### config.mk
export PLATFORM = sky130hd
export DESIGN_NAME = cmd_expander
export DESIGN_NICKNAME = d
export VERILOG_FILES = /design/src/rtl/cmd_expander_pkg.sv /design/src/rtl/cmd_hdr_classify.sv /design/src/rtl/cmd_method_step.sv /design/src/rtl/cmd_burst_seq.sv /design/src/rtl/cmd_expander.sv
export SDC_FILE = /design/constraint.sdc
export NUM_CORES = 1
export LEC_CHECK = 0
export BUFFER_PORTS_ARGS = -buffer_cell sky130_fd_sc_hd__buf_2
export CAP_MARGIN = 10
export CORE_ASPECT_RATIO = 2
export CORE_MARGIN = 10
export CORE_UTILIZATION = 56
export DETAILED_ROUTE_END_ITERATION = 6
export GPL_TIMING_DRIVEN = 0
export PLACE_DENSITY = 0.87
export SYNTH_ARGS = -nofsm -noshare
export SYNTH_HDL_FRONTEND = slang
export SYNTH_HIERARCHICAL = 1
export SYNTH_SLANG_ARGS = --single-unit
### constraint.sdc
create_clock -name clk_i -period 5.3 [get_ports clk_i]
set_input_delay 0.53 -clock clk_i [delete_from_list [all_inputs] [get_ports clk_i]]
set_output_delay 0.53 -clock clk_i [all_outputs]
set_load 0.05 [all_outputs]
### src/rtl/cmd_expander_pkg.sv
package cmd_expander_pkg;

  localparam int MODE_W = 3;

  localparam logic [MODE_W-1:0] MODE_STEP  = 3'd1;
  localparam logic [MODE_W-1:0] MODE_FIXED = 3'd3;
  localparam logic [MODE_W-1:0] MODE_IMM   = 3'd4;
  localparam logic [MODE_W-1:0] MODE_ONCE  = 3'd5;

  typedef enum logic [1:0] {
    HC_BURST,
    HC_IMM,
    HC_EMPTY,
    HC_BAD
  } hdr_class_e;

  typedef enum logic [1:0] {
    ST_IDLE,
    ST_BURST,
    ST_IMM
  } seq_state_e;

endpackage

### src/rtl/cmd_hdr_classify.sv
module cmd_hdr_classify
  import cmd_expander_pkg::*;
#(
  parameter int COUNT_W = 13
) (
  input  logic [MODE_W-1:0]  mode_i,
  input  logic [COUNT_W-1:0] count_i,
  output hdr_class_e         cls_o
);

  logic cnt_zero;
  assign cnt_zero = (count_i == '0);

  always_comb begin
    unique case (mode_i)
      MODE_STEP, MODE_FIXED: cls_o = cnt_zero ? HC_EMPTY : HC_BURST;
      MODE_ONCE:             cls_o = cnt_zero ? HC_BAD   : HC_BURST;
      MODE_IMM:              cls_o = HC_IMM;
      default:               cls_o = HC_BAD;
    endcase
  end

endmodule

### src/rtl/cmd_method_step.sv
module cmd_method_step
  import cmd_expander_pkg::*;
#(
  parameter int METHOD_W = 13,
  parameter int COUNT_W  = 13
) (
  input  logic [METHOD_W-1:0] base_i,
  input  logic [COUNT_W-1:0]  idx_i,
  input  logic [MODE_W-1:0]   mode_i,
  output logic [METHOD_W-1:0] method_o
);

  logic [METHOD_W-1:0] idx_m;
  logic                not_first;

  // idx is narrowed or widened to the method width; wrap is modulo 2^METHOD_W
  generate
    if (COUNT_W >= METHOD_W) begin : g_narrow
      assign idx_m = idx_i[METHOD_W-1:0];
    end else begin : g_widen
      assign idx_m = {{(METHOD_W-COUNT_W){1'b0}}, idx_i};
    end
  endgenerate

  assign not_first = (idx_i != '0);

  always_comb begin
    unique case (mode_i)
      MODE_STEP: method_o = base_i + idx_m;
      MODE_ONCE: method_o = base_i + {{(METHOD_W-1){1'b0}}, not_first};
      default:   method_o = base_i;
    endcase
  end

endmodule

### src/rtl/cmd_burst_seq.sv
module cmd_burst_seq
  import cmd_expander_pkg::*;
#(
  parameter int COUNT_W = 13
) (
  input  logic               clk_i,
  input  logic               rst_ni,
  input  logic               hdr_fire_i,
  input  hdr_class_e         cls_i,
  input  logic [COUNT_W-1:0] count_i,
  input  logic               out_fire_i,
  output seq_state_e         state_o,
  output logic [COUNT_W-1:0] idx_o,
  output logic [COUNT_W-1:0] remain_o,
  output logic               err_o
);

  seq_state_e         state_q;
  logic [COUNT_W-1:0] idx_q, remain_q;
  logic               err_q;
  logic               last_w;

  assign last_w = (remain_q == '0);

  always_ff @(posedge clk_i or negedge rst_ni) begin
    if (!rst_ni) begin
      state_q  <= ST_IDLE;
      idx_q    <= '0;
      remain_q <= '0;
      err_q    <= 1'b0;
    end else begin
      err_q <= 1'b0;
      unique case (state_q)
        ST_IDLE: begin
          if (hdr_fire_i) begin
            unique case (cls_i)
              HC_BURST: begin
                state_q  <= ST_BURST;
                idx_q    <= '0;
                remain_q <= count_i - 1'b1;
              end
              HC_IMM: begin
                state_q  <= ST_IMM;
                idx_q    <= '0;
                remain_q <= '0;
              end
              HC_BAD:   err_q <= 1'b1;
              default:  ;
            endcase
          end
        end
        ST_BURST: begin
          if (out_fire_i) begin
            if (last_w) begin
              state_q <= ST_IDLE;
            end else begin
              idx_q    <= idx_q + 1'b1;
              remain_q <= remain_q - 1'b1;
            end
          end
        end
        ST_IMM: begin
          if (out_fire_i) state_q <= ST_IDLE;
        end
        default: state_q <= ST_IDLE;
      endcase
    end
  end

  assign state_o  = state_q;
  assign idx_o    = idx_q;
  assign remain_o = remain_q;
  assign err_o    = err_q;

  // countdown falls by one per accepted write, index rises by one
  p_countdown_r5: assert property (@(posedge clk_i) disable iff (!rst_ni)
    (state_q == ST_BURST && out_fire_i && !last_w)
      |=> (remain_q == $past(remain_q) - 1'b1) && (idx_q == $past(idx_q) + 1'b1));

  // last accepted write returns the sequencer to idle
  p_last_ends_r10: assert property (@(posedge clk_i) disable iff (!rst_ni)
    (state_q != ST_IDLE && out_fire_i && last_w) |=> (state_q == ST_IDLE));

  // an error pulse never coincides with an active burst
  p_err_idle_r7: assert property (@(posedge clk_i) disable iff (!rst_ni)
    err_q |-> (state_q == ST_IDLE));

endmodule

### src/rtl/cmd_expander.sv
module cmd_expander
  import cmd_expander_pkg::*;
#(
  parameter int METHOD_W = 13,
  parameter int SUBCH_W  = 3,
  parameter int COUNT_W  = 13,
  parameter int DATA_W   = 32,
  parameter int IMM_W    = 13
) (
  input  logic                clk_i,
  input  logic                rst_ni,
  input  logic                hdr_valid_i,
  output logic                hdr_ready_o,
  input  logic [METHOD_W-1:0] hdr_method_i,
  input  logic [SUBCH_W-1:0]  hdr_subch_i,
  input  logic [COUNT_W-1:0]  hdr_count_i,
  input  logic [2:0]          hdr_mode_i,
  input  logic [IMM_W-1:0]    hdr_imm_i,
  input  logic                arg_valid_i,
  output logic                arg_ready_o,
  input  logic [DATA_W-1:0]   arg_data_i,
  output logic                out_valid_o,
  input  logic                out_ready_i,
  output logic [METHOD_W-1:0] out_method_o,
  output logic [SUBCH_W-1:0]  out_subch_o,
  output logic [DATA_W-1:0]   out_data_o,
  output logic [COUNT_W-1:0]  out_remaining_o,
  output logic                err_o
);

  localparam int IMM_PAD = DATA_W - IMM_W;

  hdr_class_e          cls;
  seq_state_e          state;
  logic [COUNT_W-1:0]  idx, remain;
  logic                hdr_fire, out_fire;
  logic [METHOD_W-1:0] base_q;
  logic [SUBCH_W-1:0]  subch_q;
  logic [MODE_W-1:0]   mode_q;
  logic [IMM_W-1:0]    imm_q;
  logic [DATA_W-1:0]   imm_ext;

  assign hdr_ready_o = (state == ST_IDLE);
  assign hdr_fire    = hdr_valid_i && hdr_ready_o;
  assign out_fire    = out_valid_o && out_ready_i;

  cmd_hdr_classify #(.COUNT_W(COUNT_W)) u_classify (
    .mode_i  (hdr_mode_i),
    .count_i (hdr_count_i),
    .cls_o   (cls)
  );

  cmd_burst_seq #(.COUNT_W(COUNT_W)) u_seq (
    .clk_i      (clk_i),
    .rst_ni     (rst_ni),
    .hdr_fire_i (hdr_fire),
    .cls_i      (cls),
    .count_i    (hdr_count_i),
    .out_fire_i (out_fire),
    .state_o    (state),
    .idx_o      (idx),
    .remain_o   (remain),
    .err_o      (err_o)
  );

  always_ff @(posedge clk_i or negedge rst_ni) begin
    if (!rst_ni) begin
      base_q  <= '0;
      subch_q <= '0;
      mode_q  <= '0;
      imm_q   <= '0;
    end else if (hdr_fire) begin
      base_q  <= hdr_method_i;
      subch_q <= hdr_subch_i;
      mode_q  <= hdr_mode_i;
      imm_q   <= hdr_imm_i;
    end
  end

  cmd_method_step #(.METHOD_W(METHOD_W), .COUNT_W(COUNT_W)) u_step (
    .base_i   (base_q),
    .idx_i    (idx),
    .mode_i   (mode_q),
    .method_o (out_method_o)
  );

  generate
    if (IMM_PAD > 0) begin : g_imm_pad
      assign imm_ext = {{IMM_PAD{1'b0}}, imm_q};
    end else begin : g_imm_trunc
      assign imm_ext = imm_q[DATA_W-1:0];
    end
  endgenerate

  always_comb begin
    unique case (state)
      ST_BURST: begin
        out_valid_o = arg_valid_i;
        arg_ready_o = out_ready_i;
        out_data_o  = arg_data_i;
      end
      ST_IMM: begin
        out_valid_o = 1'b1;
        arg_ready_o = 1'b0;
        out_data_o  = imm_ext;
      end
      default: begin
        out_valid_o = 1'b0;
        arg_ready_o = 1'b0;
        out_data_o  = arg_data_i;
      end
    endcase
  end

  assign out_subch_o     = subch_q;
  assign out_remaining_o = remain;

  // error pulse only follows an accepted header
  p_err_after_hdr_r7: assert property (@(posedge clk_i) disable iff (!rst_ni)
    err_o |-> $past(hdr_valid_i && hdr_ready_o));

  // immediate write is final and consumes no argument
  p_imm_final_r6: assert property (@(posedge clk_i) disable iff (!rst_ni)
    (out_valid_o && state == ST_IMM) |-> (out_remaining_o == '0) && !arg_ready_o);

  // a stalled write keeps its routing fields
  p_stall_hold_r11: assert property (@(posedge clk_i) disable iff (!rst_ni)
    (out_valid_o && !out_ready_i)
      |=> $stable(out_method_o) && $stable(out_subch_o) && $stable(out_remaining_o));

  // an argument is consumed only together with an accepted write
  p_arg_needs_out_r11: assert property (@(posedge clk_i) disable iff (!rst_ni)
    (arg_valid_i && arg_ready_o) |-> (out_valid_o && out_ready_i));

endmodule

==> Word-level counts from Yosys, hierarchy flattened <==
Cells that the tools add are included.
Widths: inputs -> output; s select.
{ "totals": {"reg_bits": 61, "elab_cells": 69} }
{ "classes": {"n_addsub": 5, "eq_ne": 17, "mux": 26, "reduce_logical": 13} }
{ "ops": {"columns": ["operator", "count"], "rows": [
  ["$pmux 13 s2", 4],
  ["$mux 13", 7],
  ["$mux 32", 1],
  ["$logic_not 13->1", 2],
  ["$sub 13x1->13 const B", 2],
  ["$reduce_and 5->1", 3],
  ["$add 13x1->13", 1],
  ["$add 13x1->13 const B", 1],
  ["$add 13x13->13", 1],
  ["$reduce_bool 13->1", 1],
  ["$mux 2", 6],
  ["$pmux 2 s3", 2],
  ["$eq 3x3->1 const B", 3],
  ["$ne 2x2->1 const B", 4],
  ["$eq 3x1->1 const B", 2],
  ["$eq 2x1->1 const B", 2],
  ["$eq 2x2->1 const B", 2],
  ["$logic_not 2->1", 2],
  ["$mux 1", 4],
  ["$ne 2x1->1 const B", 2],
  ["$pmux 2 s2", 1],
  ["$reduce_or 2->1", 2],
  ["$eq 3x2->1 const B", 1],
  ["$ne 3x1->1 const B", 1],
  ["3 further kinds", 4]
]} }

==> Logic depth before layout (Yosys ltp) <==
Gate-level depths: netlist of the first run.
{ "logic_depth": {"ltp_word": 8, "depth_mapped": 12, "ltp_nobuf": 12} }

==> By module <==
The synthesis of the first run kept the hierarchy.
{ "by_module_without_submodules": {"columns": ["module", "n_inst", "cells_each", "area_per_inst_um2"], "rows": [
  ["cmd_burst_seq", 1, 223, 1951.9],
  ["cmd_expander", 1, 114, 1666.6],
  ["cmd_method_step", 1, 136, 900.9],
  ["cmd_hdr_classify", 1, 11, 70.1]
]} }

==> Worst setup path after synthesis of the first run <==
No wires, ideal clock.
{ "synth_timing": {"path_kind": "reg2out", "from": "register mode_q[1]", "to": "output port out_method_o[8]", "t_arrival_ps": 3397, "path_slack_ps": 1373, "path_stages_with_launch": 13, "path_cell_list": "dfrtp_1 -> nor2b_1 -> nand2_1 -> a31oi_1 -> or2_2 -> ha_1 -> inv_1 -> fa_1 -> nand2b_1 -> a21o_2 -> a21oi_1 -> nor3_1 -> o31ai_1"} }
{ "synth_via": {"elab_chain_cells": 2} }
{ "synth_lines": {"columns": ["element", "line_no", "rtl"], "rows": [
  ["from (decl)", "cmd_expander.sv:39", "logic [MODE_W-1:0] mode_q;"],
  ["from (signal assigned)", "cmd_expander.sv:75", "mode_q <= hdr_mode_i;"],
  ["$eq 3x3->1 / $eq 3x1->1 (equally long branches)", "cmd_method_step.sv:28", "unique case (mode_i)"],
  ["$pmux 13 s2 (*)", "cmd_method_step.sv:28", null],
  ["to (decl)", "cmd_expander.sv:24", "output logic [METHOD_W-1:0] out_method_o,"]
]} }
Mark *: on every way between the ends. The rest lies on a longest branch, timed or not.

==> Worst setup path in the final report of the first run <==
{ "layout_timing": {"from": "register mode_q[1]", "to": "output port out_method_o[10]"} }
The elaborated chain is that of the path after synthesis.

==> flow_metrics.env, run 1 <==
export IMPL_run_status="complete, no violations"
export IMPL_synth_nets=586
export IMPL_synth_cell_types=67
export IMPL_synth_edf_count=0
export IMPL_rsz0062_at_grt="false"
export IMPL_wl_met1_um=5045
export IMPL_highest_layer="met4"
export IMPL_hpwlAfterDp_um=12160
export IMPL_reg2reg_from="u_seq/state_o[0]"
export IMPL_cts_sinks=61
export IMPL_drcViolationCount=0
export IMPL_r2r_end="u_seq/idx_o[12]"
export IMPL_worst_ir_drop_vdd_mv=0.4740
export IMPL_power_total_mw=3.796
export IMPL_fin_worst_skew_ps=5.128
export IMPL_wl_met3_um=671
export IMPL_power_frac_comb_pct=61.1
export IMPL_dr_wl_met2_um=8629
export IMPL_die_y_um=148.0
export IMPL_root_buffer="clkbuf_16"
export IMPL_place_area_mm2=0.005460
export IMPL_arrival_ps=3730
export IMPL_setup_viol=0
export IMPL_cts_clk_slew_worst_paths_ps=50
export IMPL_critical_path_required_ps=4770
export IMPL_wl_per_cell_um=20.56
export IMPL_synth_ff_type="dfrtp_1"
export IMPL_seq_area_frac_synth_pct=33.26
export IMPL_synth_top_cell_by_area="dfrtp_1"
export IMPL_syn_inst=484
export IMPL_swShare_pct=51.84
export IMPL_htreeDepth=3
export IMPL_postCtsHoldBufs=0
export IMPL_cts_resized=0
export IMPL_area_delta_synth_final_pct=26.14
export IMPL_hold_class="input port to asynchronous set/reset pin"
export IMPL_synth_top_area_share_pct=33.26
export IMPL_finalCriticalPeriod_ps=4256
export IMPL_max_slew_worst_pin_slew_ps=830.6
export IMPL_ios=147
export IMPL_fp_row_count=46
export IMPL_synth_seq_cells=61
export IMPL_fin_area_mm2=0.005789
export IMPL_vias_per_cell=6.008
export IMPL_clock_fmax_mhz=235.0
export IMPL_powerDensity_mw_per_mm2=655.7
export IMPL_r2r_cells=10
export IMPL_cts_setup_buffers=0
export IMPL_portBuffers=146
export IMPL_dieArea_mm2=0.01244
export IMPL_synthArstFlopShare_pct=100.0
export IMPL_grt_pass1_vias=4796
export IMPL_start_kind="flip-flop"
export IMPL_place_congestion=0.9435
export IMPL_end_kind="output port"
export IMPL_seqPwrFrac_pct=22.0
export IMPL_numCtsBuffers=9
export IMPL_critPathKind="flip-flop to output port"
export IMPL_ant_nets=0
export IMPL_first_iter_violations=241
export IMPL_tns_ps=0
export IMPL_initial_core_util_pct=57.78
export IMPL_netlist_area_mm2=0.004589
export IMPL_clkLatencyLatePin_ps=330
export IMPL_totalWireLength_um=15290
export IMPL_clkPwrFrac_pct=16.9
export IMPL_slew_viol_final=0
export IMPL_core_area_mm2=0.007943
export IMPL_ys_top_cells_by_area="dfrtp_1, mux2_4, ha_1"
export IMPL_cts_buffer_depth=2
export IMPL_dr_total_vias=4470
export IMPL_synth_area_per_cell_um2=9.482
export IMPL_switching_power_mw=1.968
export IMPL_grt_ovfl_total=0
export IMPL_cts_tree="yes"
export IMPL_intPower_mw=1.828
export IMPL_hold_violations=0
export IMPL_grt_start_max_net_pins=35
export IMPL_die_x_um=84.02
export IMPL_layout_drive_gt1_share_pct=37.40
export IMPL_grtUsageTotal_pct=24.02
export IMPL_timing_final_crit_share_pct=80.30
export IMPL_fill_cells=601
export IMPL_antenna_found_initial=1
export IMPL_leakage_nw=2.763
export IMPL_max_slew_margin_pct=44.63
export IMPL_r2r_slack_ps=2370
export IMPL_grt_pass1_wl_um=24440
export IMPL_nNetsFinal=744
export IMPL_crit_fanout=6
export IMPL_max_cap_viol_count=0
export IMPL_yosysWarnings=6
export IMPL_drt_pass1_iterations=5
-- power groups by stage --
stage / combinational, mW / clock (mW) / sequential (mW)
floorplan: 1.58 / 0 / 0.993
global placement: 2.26 / 0 / 0.830
detailed placement: 2.30 / 0 / 0.838
CTS: 2.32 / 0.647 / 0.833
global route: 2.46 / 0.670 / 0.861
finish: 2.32 / 0.641 / 0.834
-- per-stage QoR --
| step | hold slack, ps | cells | utilization [%] | setup WS (ps) |
|---|---|---|---|---|
| floorplan | 234.4 | 484 | - | 1373 |
| global placement | 491.3 | 726 | 68.49 | 1523 |
| detailed placement | 498.2 | 727 | 68.75 | 1466 |
| CTS | 311.7 | 743 | 72.86 | 1112 |
| global route | 356.3 | 744 | 72.89 | 867.9 |
| finish | 296.8 | 744 | 72.89 | 1044 |
-- how the worst max path moves through the flow --
| stage | startpoint | endpoint | slack [ps] | cells after the start |
|---|---|---|---|---|
| finish | mode_q[1] | out_method_o[10] | 1040 | 13 |
| global route | mode_q[0] | out_method_o[12] | 870 | 11 |
| CTS | mode_q[0] | out_method_o[10] | 1110 | 13 |
| detailed placement | mode_q[1] | out_method_o[10] | 1470 | 13 |
| global placement | mode_q[1] | out_method_o[12] | 1520 | 11 |
| floorplan | mode_q[1] | out_method_o[8] | 1370 | 12 |
-- flip-flops by register name, indices dropped and copies added (netlist names) --
name and flops:
base_q 13, imm_q 13, mode_q 3, out_subch_o 3, u_seq/err_o 1, u_seq/idx_o 13, u_seq/remain_o 13, u_seq/state_o 2
-- cell usage in the layout, fill, tap and decap left out, types with 7 or more instances in the layout --
master     instances
nand2_1           43
nand4_1            8
nor3_1            17
nor2b_1           26
mux2_4            29
and2_1            13
mux2_2            17
ha_1              19
o21ai_0           29
clkbuf_16          9
a21oi_1           17
inv_1             17
or2_2              7
xnor2_1           12
nor4_1             8
clkbuf_1           9
xor2_1            10
nand3_1           17
nor2_1            23
buf_2            150
dfrtp_1           61
-- synth_stat cells (3+ instances only) --
library cell,n
nor3_1,17
nand2_1,43
a21oi_1,17
or2_2,7
nand2b_1,5
or4_1,6
ha_1,19
nor4_1,8
a211oi_1,4
mux2_4,29
a21o_1,5
o21ai_0,29
inv_1,17
nand4_1,8
nor2b_1,26
o31ai_1,3
xor2_1,10
buf_4,3
or3_1,3
nand3_1,17
dfrtp_1,61
buf_6,6
a221o_1,3
a2111oi_0,4
clkbuf_1,8
and2_1,13
a211o_1,3
mux2_2,17
nor2_1,23
o211ai_1,3
o21ai_1,3
a32oi_1,4
buf_2,4
o21a_1,6
xnor2_1,12
-- kinds of logic after synthesis --
group	count (synthesis)	share of synthesized area, %
compound gates	107	16.22
buf+inv	38	4.444
xor+xnor	22	4.198
fa+ha+maj	20	5.616
simple gates	189	22.38
mux	47	13.88
flops	61	33.26
-- area by class of cell --
cell class                 count  area (um2)  area share [%]
multi-input combinational    385        2859           49.38
sequential                    61        1526           26.37
timing repair buffer         147       750.7           12.97
clock buffer                  12       256.5           4.431
buffer                        21       140.1           2.421
tap                           96       120.1           2.075
clock inverter                 4       70.07           1.210
inverter                      17       63.81           1.102
antenna                        1       2.502         0.04322
-- critical path, cell delays in order (launching register included) --
cell      delay (ps)
dfrtp_1          390
nor2b_1          490
nand2_1          260
a31oi_1          200
or2_2            130
ha_1             190
inv_1             80
fa_1             420
nand2b_1         180
a21o_2           240
a21o_1           180
a211o_1          290
nand3_1           80
buf_2            260
-- layer usage --
| metal | global-route usage [%] | vias up |
|---|---|---|
| li1 | - | 2082 |
| met1 | 22.31 | 2108 |
| met2 | 45.84 | 213 |
| met3 | 4.733 | 67 |
| met4 | 14.90 | 0 |
| met5 | 0 | - |
Power figures use the tool's default switching activity.
==> inputs of run 2 (changes only) <==
--- a/config.mk
+++ b/config.mk
@@ -9,10 +9,10 @@
 export CAP_MARGIN = 10
 export CORE_ASPECT_RATIO = 2
 export CORE_MARGIN = 10
-export CORE_UTILIZATION = 56
+export CORE_UTILIZATION = 47
 export DETAILED_ROUTE_END_ITERATION = 6
 export GPL_TIMING_DRIVEN = 0
-export PLACE_DENSITY = 0.87
+export PLACE_DENSITY = 0.78
 export SYNTH_ARGS = -nofsm -noshare
 export SYNTH_HDL_FRONTEND = slang
 export SYNTH_HIERARCHICAL = 1
==> constraint.sdc (replaced) <==
create_clock -name clk_i -period 3.8 [get_ports clk_i]
set_input_delay 0.38 -clock clk_i [delete_from_list [all_inputs] [get_ports clk_i]]
set_output_delay 0.38 -clock clk_i [all_outputs]
set_load 0.05 [all_outputs]
==> run 2 against run 1 <==
  * Cell area rose by 0.41%
  * Flip-flop and latch count did not move
  * Worst hold slack got worse by 270 ps
  * Sequential power grew 40%
  * Clock power grew 19%
  * Critical path depth decreased by 1
  * First-iteration DRC count down 34%
  * Worst setup slack worse by 900 ps
  * Die area rose by 15%
  * Core utilization fell by 13 points
  * Clock skew up 1.5 ps
==> flow_metrics.env, run 2 (synthesis results as in run 1) <==
export IMPL_grt_pass1_wl_um=23080
export IMPL_place_congestion=0.9001
export IMPL_numCtsBuffers=9
export IMPL_num_antenna_cells=0
export IMPL_ios=147
export IMPL_max_cap_viol_count=0
export IMPL_crit_fanout=6
export IMPL_power_total_mw=5.180
export IMPL_vias_per_cell=5.590
export IMPL_htreeDepth=3
export IMPL_final_util_pct=60.33
export IMPL_leakage_nw=2.759
export IMPL_critical_path_required_ps=3420
export IMPL_hold_violations=0
export IMPL_critPathKind="flip-flop to output port"
export IMPL_cts_clk_slew_worst_paths_ps=50
export IMPL_hold_class="input port to asynchronous set/reset pin"
export IMPL_drt_pass1_iterations=5
export IMPL_totalWireLength_um=14370
export IMPL_postCtsHoldBufs=0
export IMPL_grtUsageTotal_pct=19.51
export IMPL_finalCriticalPeriod_ps=3652
export IMPL_grt_ovfl_total=0
export IMPL_wl_per_cell_um=18.42
export IMPL_crit_path_cell_trace="nor4_1 > a31oi_1 > or2_2 > ha_1 > inv_1 > fa_1 > nand2b_1 > a21o_2 > a21oi_2 > o41a_1 > nand3_1 > buf_2"
export IMPL_layout_commonest_cell="buf_2"
export IMPL_start_kind="flip-flop"
export IMPL_area_delta_synth_final_pct=26.66
export IMPL_clkLatencyLatePin_ps=340
export IMPL_slowest_delay_ps=440
export IMPL_arrival_ps=3270
export IMPL_hpwlAfterDp_um=11650
export IMPL_die_y_um=159.7
export IMPL_initial_core_util_pct=47.63
export IMPL_rsz0062_at_grt="false"
export IMPL_cts_tree="yes"
export IMPL_timing_hold_ws_ps=23.47
export IMPL_path_buf_inv=2
export IMPL_layout_drive_gt1_share_pct=37.96
export IMPL_setup_viol=0
export IMPL_grt_pass1_vias=4628
export IMPL_worst_ir_drop_vdd_mv=0.3890
export IMPL_fill_cells=847
export IMPL_core_area_mm2=0.009635
export IMPL_antenna_found_initial=0
export IMPL_portBuffers=146
export IMPL_max_slew_margin_pct=49.27
export IMPL_timing_final_crit_share_pct=96.10
export IMPL_end_kind="output port"
export IMPL_cts_buffer_depth=2
export IMPL_run_status="complete, no violations"
export IMPL_die_x_um=89.88
export IMPL_max_slew_worst_pin_slew_ps=759.3
export IMPL_tns_ps=0
export IMPL_fin_worst_skew_ps=6.666
export IMPL_layout_common_cells="buf_2, dfrtp_1, nand2_1"
export IMPL_slew_viol_final=0
export IMPL_cpLargestDelayFamily="simple AND/OR/NAND/NOR gates"
export IMPL_cts_sinks=61
export IMPL_dieArea_mm2=0.01436
export IMPL_grt_start_max_net_pins=40
export IMPL_ant_nets=0
export IMPL_drcViolationCount=0
export IMPL_clock_fmax_mhz=273.9
export IMPL_nNetsFinal=746
export IMPL_powerDensity_mw_per_mm2=891.1
export IMPL_root_buffer="clkbuf_16"
export IMPL_fp_row_count=51
export IMPL_first_iter_violations=160
export IMPL_dr_total_vias=4360
export IMPL_crit_path_top_delay_cell="dfrtp_1"
run 2: cell count changes in the layout (fill, tap and decap cells not counted), moves of 2 or more:
cell / change
bufinv_16: -2
buf_2: -2
buf_4: +2
clkbuf_4: +2
run 2: worst reg2reg max path: stages (launching register included):
cell	delay (ps)
dfrtp_1	410
inv_1	90
ha_1	170
nand2_2	160
buf_6	220
inv_1	140
or3b_1	360
a21o_1	300
a21o_4	260
or4_1	490
a21oi_1	150
run 2: area by class of cell:
type	count	area, um2	share of cell area [%]
inverter	17	63.81	1.098
timing repair buffer	149	770.7	13.26
clock buffer	11	252.7	4.348
tap	132	165.2	2.841
sequential	61	1526	26.26
buffer	21	140.1	2.411
clock inverter	4	23.77	0.4090
multi-input combinational	385	2870	49.38
run 2: path summary, 6_finish.rpt:
kind	slack [ps]	end	from	cells past startpoint
setup / recovery	150	out_method_o[12]	u_seq/idx_o[8]	12
setup reg to reg	980	u_seq/idx_o[12]	u_seq/state_o[0]	10
hold reg to reg	500	imm_q[8]	imm_q[8]	1
max in group asynchronous	3170	mode_q[0]	rst_ni	2
min in group clk_i	270	base_q[3]	hdr_method_i[3]	2
hold / removal	20	base_q[4]	rst_ni	1
run 2: per-layer routing:
metal / track usage (%) / wire [um]
met3: 3.850 / 670
met4: 12.30 / 648
met1: 18.53 / 5010
met2: 36.82 / 8040
met5: 0 / 0
run 2: report_power, final:
group          internal [mW]  switching [mW]
Sequential             0.909           0.259
Combinational           1.06            2.19
Clock                  0.470           0.292
Total                   2.44            2.74
run 2: metrics by stage:
step / worst slack [ps] / instance area, um2 / cells
6_report: 148.4 / 5813 / 780
5_1_grt: 7.111 / 5813 / 780
4_1_cts: 32.72 / 5789 / 778
3_5_place_dp: 89.85 / 5505 / 763
3_3_place_gp: 174.4 / 5485 / 762
2_1_floorplan: 22.63 / 4589 / 484
run 2: repair_timing:
item / 4_1_cts / 5_1_grt
setup endpoints to repair: 6 / 3
buffers inserted: 0 / 2
gates cloned: 0 / 0
resized for setup: 2 / 3
